**src/rtl/adc_hs_pkg.sv**
```systemverilog
package adc_hs_pkg;

    typedef enum logic [3:0] {
        ST_IDLE,
        ST_SENSE_HI,
        ST_ARM_HI,
        ST_LD_HI,
        ST_HOLD_HI,
        ST_REL_HI,
        ST_LD_LO,
        ST_HOLD_LO,
        ST_REL_LO
    } hs_state_e;

    typedef struct packed {
        hs_state_e state;
        logic      ph;      // 1: this edge is an internal falling event
    } seq_regs_t;

    typedef struct packed {
        logic mode;
        logic pend;
    } entry_regs_t;

endpackage

```
**src/rtl/adc_hs_entry.sv**
```systemverilog
module adc_hs_entry
    import adc_hs_pkg::*;
(
    input  logic clk,
    input  logic rst_n,
    input  logic mode_i,
    input  logic latch_i,
    input  logic busy_i,
    output logic enter_o
);

    entry_regs_t r_q, r_d;
    logic        rise;
    logic        req;

    always_comb begin
        r_d      = r_q;
        rise     = mode_i & ~r_q.mode;
        req      = (rise | (mode_i & latch_i)) & ~busy_i & ~r_q.pend;
        enter_o  = (req & ~latch_i) | r_q.pend;
        r_d.mode = mode_i;
        r_d.pend = req & latch_i;
    end

    always_ff @(posedge clk or negedge rst_n) begin
        if (!rst_n) begin
            r_q.mode <= 1'b1;
            r_q.pend <= 1'b0;
        end else begin
            r_q <= r_d;
        end
    end

    // no entry request while a transfer is running
    p_busy_blocks_entry_r4 : assert property (@(posedge clk) disable iff (!rst_n)
        busy_i |-> !enter_o);

    // a trigger that coincides with a latch pulse enters on the next clock
    p_latch_defers_r3 : assert property (@(posedge clk) disable iff (!rst_n)
        (mode_i && latch_i && !busy_i && !r_q.pend) |-> (!enter_o ##1 enter_o));

endmodule

```
**src/rtl/adc_hs_seq.sv**
```systemverilog
module adc_hs_seq
    import adc_hs_pkg::*;
(
    input  logic clk,
    input  logic rst_n,
    input  logic enter_i,
    input  logic send_i,
    output logic busy_o,
    output logic ce_n_o,
    output logic hben_n_o,
    output logic lben_n_o,
    output logic hi_drv_o,
    output logic lo_drv_o
);

    seq_regs_t r_q, r_d;
    logic      fall_ev;
    logic      rise_ev;

    always_comb begin
        r_d     = r_q;
        r_d.ph  = ~r_q.ph;
        fall_ev = r_q.ph;
        rise_ev = ~r_q.ph;
        unique case (r_q.state)
            ST_IDLE:     if (enter_i)           r_d.state = ST_SENSE_HI;
            ST_SENSE_HI: if (fall_ev && send_i) r_d.state = ST_ARM_HI;
            ST_ARM_HI:   if (rise_ev)           r_d.state = ST_LD_HI;
            ST_LD_HI:    if (rise_ev)           r_d.state = ST_HOLD_HI;
            ST_HOLD_HI:  if (fall_ev && send_i) r_d.state = ST_REL_HI;
            ST_REL_HI:   if (rise_ev)           r_d.state = ST_LD_LO;
            ST_LD_LO:    if (rise_ev)           r_d.state = ST_HOLD_LO;
            ST_HOLD_LO:  if (fall_ev && send_i) r_d.state = ST_REL_LO;
            ST_REL_LO:   if (rise_ev)           r_d.state = ST_IDLE;
            default:                            r_d.state = ST_IDLE;
        endcase
    end

    always_ff @(posedge clk or negedge rst_n) begin
        if (!rst_n) begin
            r_q.state <= ST_IDLE;
            r_q.ph    <= 1'b0;
        end else begin
            r_q <= r_d;
        end
    end

    always_comb begin
        busy_o   = (r_q.state != ST_IDLE);
        ce_n_o   = !(r_q.state inside {ST_LD_HI, ST_LD_LO});
        hben_n_o = !(r_q.state inside {ST_LD_HI, ST_HOLD_HI, ST_REL_HI});
        lben_n_o = !(r_q.state inside {ST_LD_LO, ST_HOLD_LO, ST_REL_LO});
        hi_drv_o = (r_q.state inside {ST_LD_HI, ST_HOLD_HI});
        lo_drv_o = (r_q.state inside {ST_LD_LO, ST_HOLD_LO});
    end

    // the load strobe is low for exactly one internal period
    p_load_width_r7 : assert property (@(posedge clk) disable iff (!rst_n)
        $fell(ce_n_o) |=> (!ce_n_o ##1 ce_n_o));

    // a byte is released only after ready was sampled high
    p_release_needs_send_r8 : assert property (@(posedge clk) disable iff (!rst_n)
        ($fell(hi_drv_o) || $fell(lo_drv_o)) |-> $past(send_i));

    // the high flag rises half a period after its data is released
    p_flag_after_data_r8 : assert property (@(posedge clk) disable iff (!rst_n)
        $fell(hi_drv_o) |=> $rose(hben_n_o));

    // the low byte starts in the clock the high flag rises
    p_low_start_r9 : assert property (@(posedge clk) disable iff (!rst_n)
        $rose(hben_n_o) |-> (!ce_n_o && !lben_n_o && lo_drv_o));

    // the strobe never falls without a byte flag also low
    p_strobe_with_flag_r6 : assert property (@(posedge clk) disable iff (!rst_n)
        $fell(ce_n_o) |-> (hben_n_o != lben_n_o));

endmodule

```
**src/rtl/adc_hs_pins.sv**
```systemverilog
module adc_hs_pins #(
    parameter int MAG_W  = 12,
    parameter int BYTE_W = 8,
    localparam int HI_W  = MAG_W - BYTE_W + 2
) (
    input  logic              mode_i,
    input  logic              busy_i,
    input  logic              ce_n_i,
    input  logic              hben_n_i,
    input  logic              lben_n_i,
    input  logic              hi_drv_i,
    input  logic              lo_drv_i,
    input  logic [MAG_W-1:0]  mag_i,
    input  logic              pol_i,
    input  logic              ovr_i,
    output logic              ctl_oe_o,
    output logic [HI_W-1:0]   hi_byte_o,
    output logic              hi_oe_o,
    output logic [BYTE_W-1:0] lo_byte_o,
    output logic              lo_oe_o
);

    logic            direct_en;
    logic [HI_W-1:0] hi_pack;

    always_comb begin
        direct_en = ~mode_i & ~busy_i;
        ctl_oe_o  = mode_i | busy_i;
        hi_pack   = {ovr_i, pol_i, mag_i[MAG_W-1:BYTE_W]};
        hi_oe_o   = busy_i ? hi_drv_i : (direct_en & ~ce_n_i & ~hben_n_i);
        lo_oe_o   = busy_i ? lo_drv_i : (direct_en & ~ce_n_i & ~lben_n_i);
    end

    for (genvar i = 0; i < HI_W; i++) begin : g_hi_gate
        assign hi_byte_o[i] = hi_pack[i] & hi_oe_o;
    end
    for (genvar i = 0; i < BYTE_W; i++) begin : g_lo_gate
        assign lo_byte_o[i] = mag_i[i] & lo_oe_o;
    end

endmodule

```
**src/rtl/adc_byte_sender.sv**
```systemverilog
module adc_byte_sender #(
    parameter int MAG_W  = 12,
    parameter int BYTE_W = 8,
    localparam int HI_W  = MAG_W - BYTE_W + 2
) (
    input  logic              clk,
    input  logic              rst_n,
    input  logic              mode_i,
    input  logic              send_i,
    input  logic              latch_i,
    input  logic [MAG_W-1:0]  mag_i,
    input  logic              pol_i,
    input  logic              ovr_i,
    input  logic              ce_n_i,
    input  logic              hben_n_i,
    input  logic              lben_n_i,
    output logic              ce_load_n_o,
    output logic              hben_n_o,
    output logic              lben_n_o,
    output logic              ctl_oe_o,
    output logic [HI_W-1:0]   hi_byte_o,
    output logic              hi_oe_o,
    output logic [BYTE_W-1:0] lo_byte_o,
    output logic              lo_oe_o,
    output logic              busy_o
);

    logic enter;
    logic hi_drv;
    logic lo_drv;

    adc_hs_entry u_entry (
        .clk     (clk),
        .rst_n   (rst_n),
        .mode_i  (mode_i),
        .latch_i (latch_i),
        .busy_i  (busy_o),
        .enter_o (enter)
    );

    adc_hs_seq u_seq (
        .clk      (clk),
        .rst_n    (rst_n),
        .enter_i  (enter),
        .send_i   (send_i),
        .busy_o   (busy_o),
        .ce_n_o   (ce_load_n_o),
        .hben_n_o (hben_n_o),
        .lben_n_o (lben_n_o),
        .hi_drv_o (hi_drv),
        .lo_drv_o (lo_drv)
    );

    adc_hs_pins #(.MAG_W(MAG_W), .BYTE_W(BYTE_W)) u_pins (
        .mode_i    (mode_i),
        .busy_i    (busy_o),
        .ce_n_i    (ce_n_i),
        .hben_n_i  (hben_n_i),
        .lben_n_i  (lben_n_i),
        .hi_drv_i  (hi_drv),
        .lo_drv_i  (lo_drv),
        .mag_i     (mag_i),
        .pol_i     (pol_i),
        .ovr_i     (ovr_i),
        .ctl_oe_o  (ctl_oe_o),
        .hi_byte_o (hi_byte_o),
        .hi_oe_o   (hi_oe_o),
        .lo_byte_o (lo_byte_o),
        .lo_oe_o   (lo_oe_o)
    );

    // direct mode with chip enable high drives no byte
    p_direct_ce_gate_r10 : assert property (@(posedge clk) disable iff (!rst_n)
        (!mode_i && !busy_o && ce_n_i) |-> (!hi_oe_o && !lo_oe_o));

    // idle control pins rest high
    p_idle_pins_high_r5 : assert property (@(posedge clk) disable iff (!rst_n)
        !busy_o |-> (ce_load_n_o && hben_n_o && lben_n_o));

    // busy clears together with the low flag rising
    p_exit_with_flag_r11 : assert property (@(posedge clk) disable iff (!rst_n)
        $fell(busy_o) |-> (lben_n_o && $past(!lben_n_o)));

    // the two bytes are never enabled together
    p_one_byte_r1 : assert property (@(posedge clk) disable iff (!rst_n)
        busy_o |-> !(hi_oe_o && lo_oe_o));

endmodule

```
**config.mk**
```make
export PLATFORM = sky130hd
export DESIGN_NAME = adc_byte_sender
export DESIGN_NICKNAME = d
export VERILOG_FILES = /design/src/rtl/adc_hs_pkg.sv /design/src/rtl/adc_hs_entry.sv /design/src/rtl/adc_hs_seq.sv /design/src/rtl/adc_hs_pins.sv /design/src/rtl/adc_byte_sender.sv
export SDC_FILE = /design/constraint.sdc
export NUM_CORES = 1
export LEC_CHECK = 0
export BUFFER_PORTS_ARGS = -buffer_cell sky130_fd_sc_hd__buf_2
export CORE_UTILIZATION = 35
export DETAILED_ROUTE_END_ITERATION = 6
export PLACE_DENSITY = 0.81
export SLEW_MARGIN = 5
export SYNTH_ARGS = -nofsm -noshare
export SYNTH_HDL_FRONTEND = slang
export SYNTH_HIERARCHICAL = 1
export SYNTH_SLANG_ARGS = --single-unit
```
**constraint.sdc**
```tcl
create_clock -name clk -period 1.7 [get_ports clk]
set_input_delay 0.085 -clock clk [delete_from_list [all_inputs] [get_ports clk]]
set_output_delay 0.085 -clock clk [all_outputs]
set_load 0.02 [all_outputs]
```
==> results.ini, run 1 <==
[yosys]
yosys_register_bits = 7
syn_area_per_cell_um2 = 8.30
ys_top_cells_by_area = dfrtp_1 24%, a21boi_1 15%, dfstp_2 4.3%, nand2_1 4.3%, nor2_1 4.3%
synth_top_area_cell = dfrtp_1
yosysWarnings = 6
synthArstFlopShare = 1.00
synth_edf_count = 0
synth_top_area_frac = 0.244
synth.distinct_cells = 32
syn_inst = 74
synth_compound_area_frac = 0.330
ys_seq_area_frac = 0.287
synth_nets = 96
synthXorXnorAreaFrac = 0.0143
synthFlopType = dfrtp_1
synthMuxAreaShare = 0.0407
synth_top_family_by_area = compound AO/OA/AOI/OAI gates
synth.cell_area_um2 = 614
synth_adder_area_share = 0
synth-simple-area-share = 0.255

[global_route]
grt_max_degree = 13
grt_use_total = 0.221
grt_pass1_wl_um = 3170
grt-ovfl-total = 0
grt_pass1_vias = 740
grt_antenna_before_repair = 0

[route]
first_pass_iters = 7
wl_per_cell_um = 16.3
vias_per_cell = 5.35
wl_um = 2450
vias = 802
drc = 5
drt-initial-drc-count = 20
postRouteAntennaNets = 0

[timing]
final_hold_viol_count = 0
fin_ws_ps = -267
fin_crit_ps = 1970
setup_tns_ps = -3570
slew_violations = 0
skew_ps = 4.02
fmaxAchievable_ghz = 0.508
rsz0062_at_grt = true
relSlewSlack = 0.838
fin_crit_sh = 1.16
worst_slew_pin_slew_ps = 242
setup_viol = 18

[worst_hold_path]
hold_end = u_entry/r_q[0]
min_delay_path_depth = 2
hp-class = in -> reg
hp-start = latch_i

[cells_and_area]
area_delta_synth_final_pct = 119
num_antenna_cells = 0
num-nets-final = 157
final_layout_size_suffix_gt1_frac = 0.701

[setup_path]
crit_slowest_cell = or4_4
cp-start-kind = flop
r2r_end = u_seq/r_q[1]
cp.arrival_ps = 1880
slowest_delay_ps = 550
cp-end-kind = output port
r2r_slack_ps = -120
critPathKind = reg -> out
startpoint = u_seq/r_q[3]
cp_data_required_time_ps = 1620
rr_worst_depth = 9
r2r_start = u_seq/r_q[3]
crit_chain = nor3_4 > nand2b_4 > or4_4 > a21boi_4 > buf_6
cp_max_fo = 7

[cts]
clkLatencyLatePin_ps = 240
cts_made_buffers = 3
cts_tree = done
clk_pin_slew_ps = 50
root_buffer = clkbuf_4
clkSinkCount = 7
htree_levels = 1
cts_buffer_depth = 2

[status]
violations = DRC, setup timing
status = finished with violations

[power]
leakage_uw = 0.000642
powerDensity_nw_per_um2 = 1680
vdd_drop_max_uv = 1170
power_uw = 2260

[flow_run]
cap_violations = 0

[floorplanning]
start_util = 0.390
fp.dieW_um = 43.9
core_area_um2 = 1580
die_h_um = 43.9
num_io_pins = 43
dieArea_um2 = 1930
rows = 14

[place]
io_buffers = 42
gp_congestion = 0.822
hpwl_um = 1340

timing repair:
action                                 in CTS  in global routing
endpoints found under the hold margin       8                  0
hold buffers                                2                  0
gates cloned                                1                  1
setup endpoints to repair                  16                 18
gates resized for setup                    33                 10
buffers inserted                            3                  4
pin swaps                                   4                 11
report_power, final:
part / switching, uW / internal (uW) / leakage (uW)
logic: 946 / 931 / 0.000543
clock network: 52.7 / 89.0 / 0.0000150
registers: 36.4 / 210 / 0.0000841
total: 1040 / 1230 / 0.000642
critical path, delay by kind of cell, from the launching register on:
family | cells | cell delay [ps]
buf+inv | 1 | 130
compound gates | 1 | 200
flops | 1 | 400
simple gates | 3 | 900
worst max-delay path by stage:
stage / to / slack [ps] / cells after the start
after CTS: lo_byte_o[7] / -270 / 5
after global placement: lo_byte_o[0] / 1 / 5
final: hi_byte_o[0] / -270 / 5
after floorplan: lo_byte_o[0] / -90 / 6
after global routing: hi_byte_o[0] / -310 / 5
after detailed placement: lo_byte_o[0] / -40 / 5
flip-flops by register name, summed over array words and instances, names as in the netlist:
register / flops
u_seq/r_q: 4
u_seq/fall_ev: 1
u_entry/r_q: 2
per-layer routing:
layer | routed length [um] | vias up | GRT usage
met2 | 1360 | 34 | 0.445
met5 | 0 | - | 0
met3 | 173 | 2 | 0.0208
met4 | 8 | 0 | 0.0727
li1 | - | 391 | -
met1 | 905 | 375 | 0.235
cell usage after synthesis, types with 3 or more instances:
| library cell | n |
|---|---|
| a21boi_1 | 12 |
| nand2_1 | 7 |
| nor2_1 | 7 |
| dfrtp_1 | 6 |
| a21oi_1 | 5 |
| buf_2 | 3 |
placed cells by master (no fill, tap or decap), drive strengths merged:
cell type and count:
nor3 1, dfstp 1, mux2i 1, nand2b 2
nand3 2, nor2b 1, o2111ai 1, o21bai 2
or2 2, a21boi 14, o21ai 1, and4bb 1
buf 58, nor3b 2, or4 3, nand2 7
inv 2, a211oi 1, or3 1, clkbuf 5
nor2 7, mux2 1, a22oi 1, dfrtp 6
nor4b 1, a21oi 6, xnor2 1, dlygate4sd3 2
o211ai 1
cell families after synthesis:
group,Yosys count
and+or+nand+nor,29
xor gates and xnor gates,1
buffers and inverters,8
AOI/OAI and AO/OA,27
muxes,2
DFF,7
through the flow:
step	utilization	instance area, um^2	std cells	setup slack, ps	hold slack (ps)
after global placement	0.678	1070	135	1.19	-85.1
after global routing	0.854	1350	150	-315	201
after floorplan	-	821	74	-94.3	-211
final	0.854	1350	150	-267	190
after detailed placement	0.678	1070	135	-42.2	-81.0
after CTS	0.793	1250	145	-268	161
area by class of cell:
cell class	count	area, um^2
timing repair buffer	61	494
clock buffer	4	26.3
tap	16	20.0
inverter	2	7.51
sequential	7	176
fill	89	230
multi-input combinational	60	622
Power figures use the tool's default switching activity.
==> run 2: changes to the inputs <==
Settings changed: CORE_MARGIN set to 3, CORE_UTILIZATION 35 to 36, PLACE_DENSITY 0.81 to 0.82.
==> results.ini, run 2 (synthesized netlist as in run 1, its figures left out) <==
[power]
p_int_uw = 1190  ; -3.2%
leakage_uw = 0.000624  ; -2.8%
powerDensity_nw_per_um2 = 1650  ; -1.6%
power_uw = 2180  ; -3.8%
switching_share = 0.454  ; -0.00333
switchingPower_uw = 988  ; -4.5%
p_seq_frac = 0.117  ; +0.008
combPwrFrac = 0.817  ; -0.012
clock_power_share = 0.066  ; +0.003
vdd_drop_max_uv = 971  ; -17%

[setup_path]
r2r_start = u_seq/r_q[3]
critPathKind = reg -> out
cp_max_fo = 7  ; unchanged
rr_worst_depth = 8  ; -1
cp-start-kind = flop
cp.arrival_ps = 1860  ; -20 ps
crit_slowest_cell = or4_4
cp_data_required_time_ps = 1620  ; about the same
crit_chain = nor3_4 > nand2b_4 > or4_4 > a21boi_4 > buf_6
startpoint = u_seq/r_q[3]
slowest_delay_ps = 550  ; about the same
cp-end-kind = output port

[floorplanning]
start_util = 0.394  ; +0.00438
core_area_um2 = 1560  ; -1.1%
die_h_um = 47.3  ; +7.8%
dieArea_um2 = 2240  ; +16%
fp.dieW_um = 47.3  ; +7.8%
rows = 14  ; unchanged
num_io_pins = 43  ; unchanged

[place]
gp_congestion = 0.782  ; -4.8%
hpwl_um = 1440  ; +7.2%
post_dp_cell_area_um2 = 1070  ; unchanged
io_buffers = 42  ; unchanged
pre_cts_ws_ps = -44.3  ; -2.07 ps

[cts]
htree_levels = 1  ; unchanged
cts_made_buffers = 3  ; unchanged
clkLatencyLatePin_ps = 240  ; about the same
cts_tree = done
clk_pin_slew_ps = 50  ; about the same
clkSinkCount = 7  ; unchanged
cts_buffer_depth = 2  ; unchanged
root_buffer = clkbuf_4

[route]
wl_um = 2140  ; -13%
first_pass_iters = 4  ; -3
drt-initial-drc-count = 12  ; -40%
postRouteAntennaNets = 0  ; unchanged
drc = 0  ; -5
wl_per_cell_um = 14.8  ; -9.5%
vias_per_cell = 5.46  ; +2.2%
vias = 792  ; -1.2%

[flow_run]
cap_violations = 0  ; unchanged

[timing]
final_hold_viol_count = 0  ; unchanged
skew_ps = 3.16  ; -0.858 ps
fin_ws_ps = -245  ; +22.3 ps
relSlewSlack = 0.859  ; +0.0211
fmaxAchievable_ghz = 0.514  ; +1.1%
setup_viol = 18  ; unchanged
fin_hold_ws_ps = 192  ; +2.87 ps
fin_crit_sh = 1.14  ; -0.0131
worst_slew_pin_slew_ps = 211  ; -31.6 ps
fin_crit_ps = 1950  ; -22.3 ps
rsz0062_at_grt = true
slew_violations = 0  ; unchanged

[cells_and_area]
final_layout_size_suffix_gt1_frac = 0.667  ; -0.0348
n_fill_cell = 91  ; +2.2%
num_antenna_cells = 0  ; unchanged
final_area_um2 = 1320  ; -2.2%
num-nets-final = 152  ; -3.2%
largest_reg_flops = 4  ; unchanged
layout_common_cells = 26 x buf_2, 19 x buf_6, 14 x a21boi_4
top_register = u_seq/r_q
final_common_cell = buf_2
area_delta_synth_final_pct = 114

[status]
violations = setup timing
status = finished with violations

[worst_hold_path]
hp-class = in -> async

[global_route]
grt-ovfl-total = 0  ; unchanged
grt_max_degree = 13  ; unchanged
grt_pass1_vias = 733  ; -0.95%
grt_use_total = 0.188  ; -0.0334
grt_pass1_wl_um = 2960  ; -6.7%
grt_antenna_before_repair = 0  ; unchanged

==> run 2: cell type report <==
| cell class | instances | area (um^2) | area share |
|---|---|---|---|
| Timing Repair Buffer | 56 | 464 | 0.353 |
| Tap cell | 16 | 20.0 | 0.0152 |
| Inverter | 2 | 7.51 | 0.00570 |
| Multi-Input combinational cell | 60 | 622 | 0.472 |
| Clock buffer | 4 | 26.3 | 0.0200 |
| Sequential cell | 7 | 176 | 0.134 |
==> run 2: critical path: cells and delay by family, from the launching register on <==
kind            cells  cell delay [ps]
flops               1              410
compound gates      1              200
buf+inv             1              130
simple gates        3              880
==> run 2: power by group through the flow <==
stage / Combinational, uW / Sequential (uW) / Clock (uW)
after CTS: 1710 / 250 / 154
after detailed placement: 1410 / 252 / 0
after floorplan: 1030 / 235 / 0
after global routing: 1890 / 262 / 166
final: 1780 / 255 / 144
after global placement: 1380 / 248 / 0
==> run 2: path summary, 6_finish.rpt <==
kind / to / slack, ps
max: hi_byte_o[0] / -250
min: u_seq/r_q[4] / 190
max reg2reg: u_seq/r_q[1] / -80
min reg2reg: u_seq/fall_ev / 600
max in group asynchronous: u_entry/r_q[1] / 1290
min in group clk: u_entry/r_q[0] / 200
==> run 2: metal layers <==
metal  track usage  vias to the layer above  wire [um]
met2         0.340                       33       1180
met5             0                        -          0
met4        0.0994                        0          0
met3        0.0115                        0        173
met1         0.217                      379        787
li1              -                      380          -
==> run 2: what timing repair did <==
action | CTS | global route
setup buffers | 2 | 0
endpoints found under the hold margin | 8 | 0
gates resized for setup | 37 | 6
gates cloned | 2 | 0
hold buffers | 2 | 0
setup endpoints to repair | 17 | 18
pin swaps | 6 | 3
==> run 2: through the flow <==
stage,util,setup TNS (ps),instances
2_1_floorplan,-,-1150,74
3_3_place_gp,0.685,0,135
3_5_place_dp,0.685,-232,135
4_1_cts,0.824,-3640,145
5_1_grt,0.844,-4180,145
6_report,0.844,-3090,145
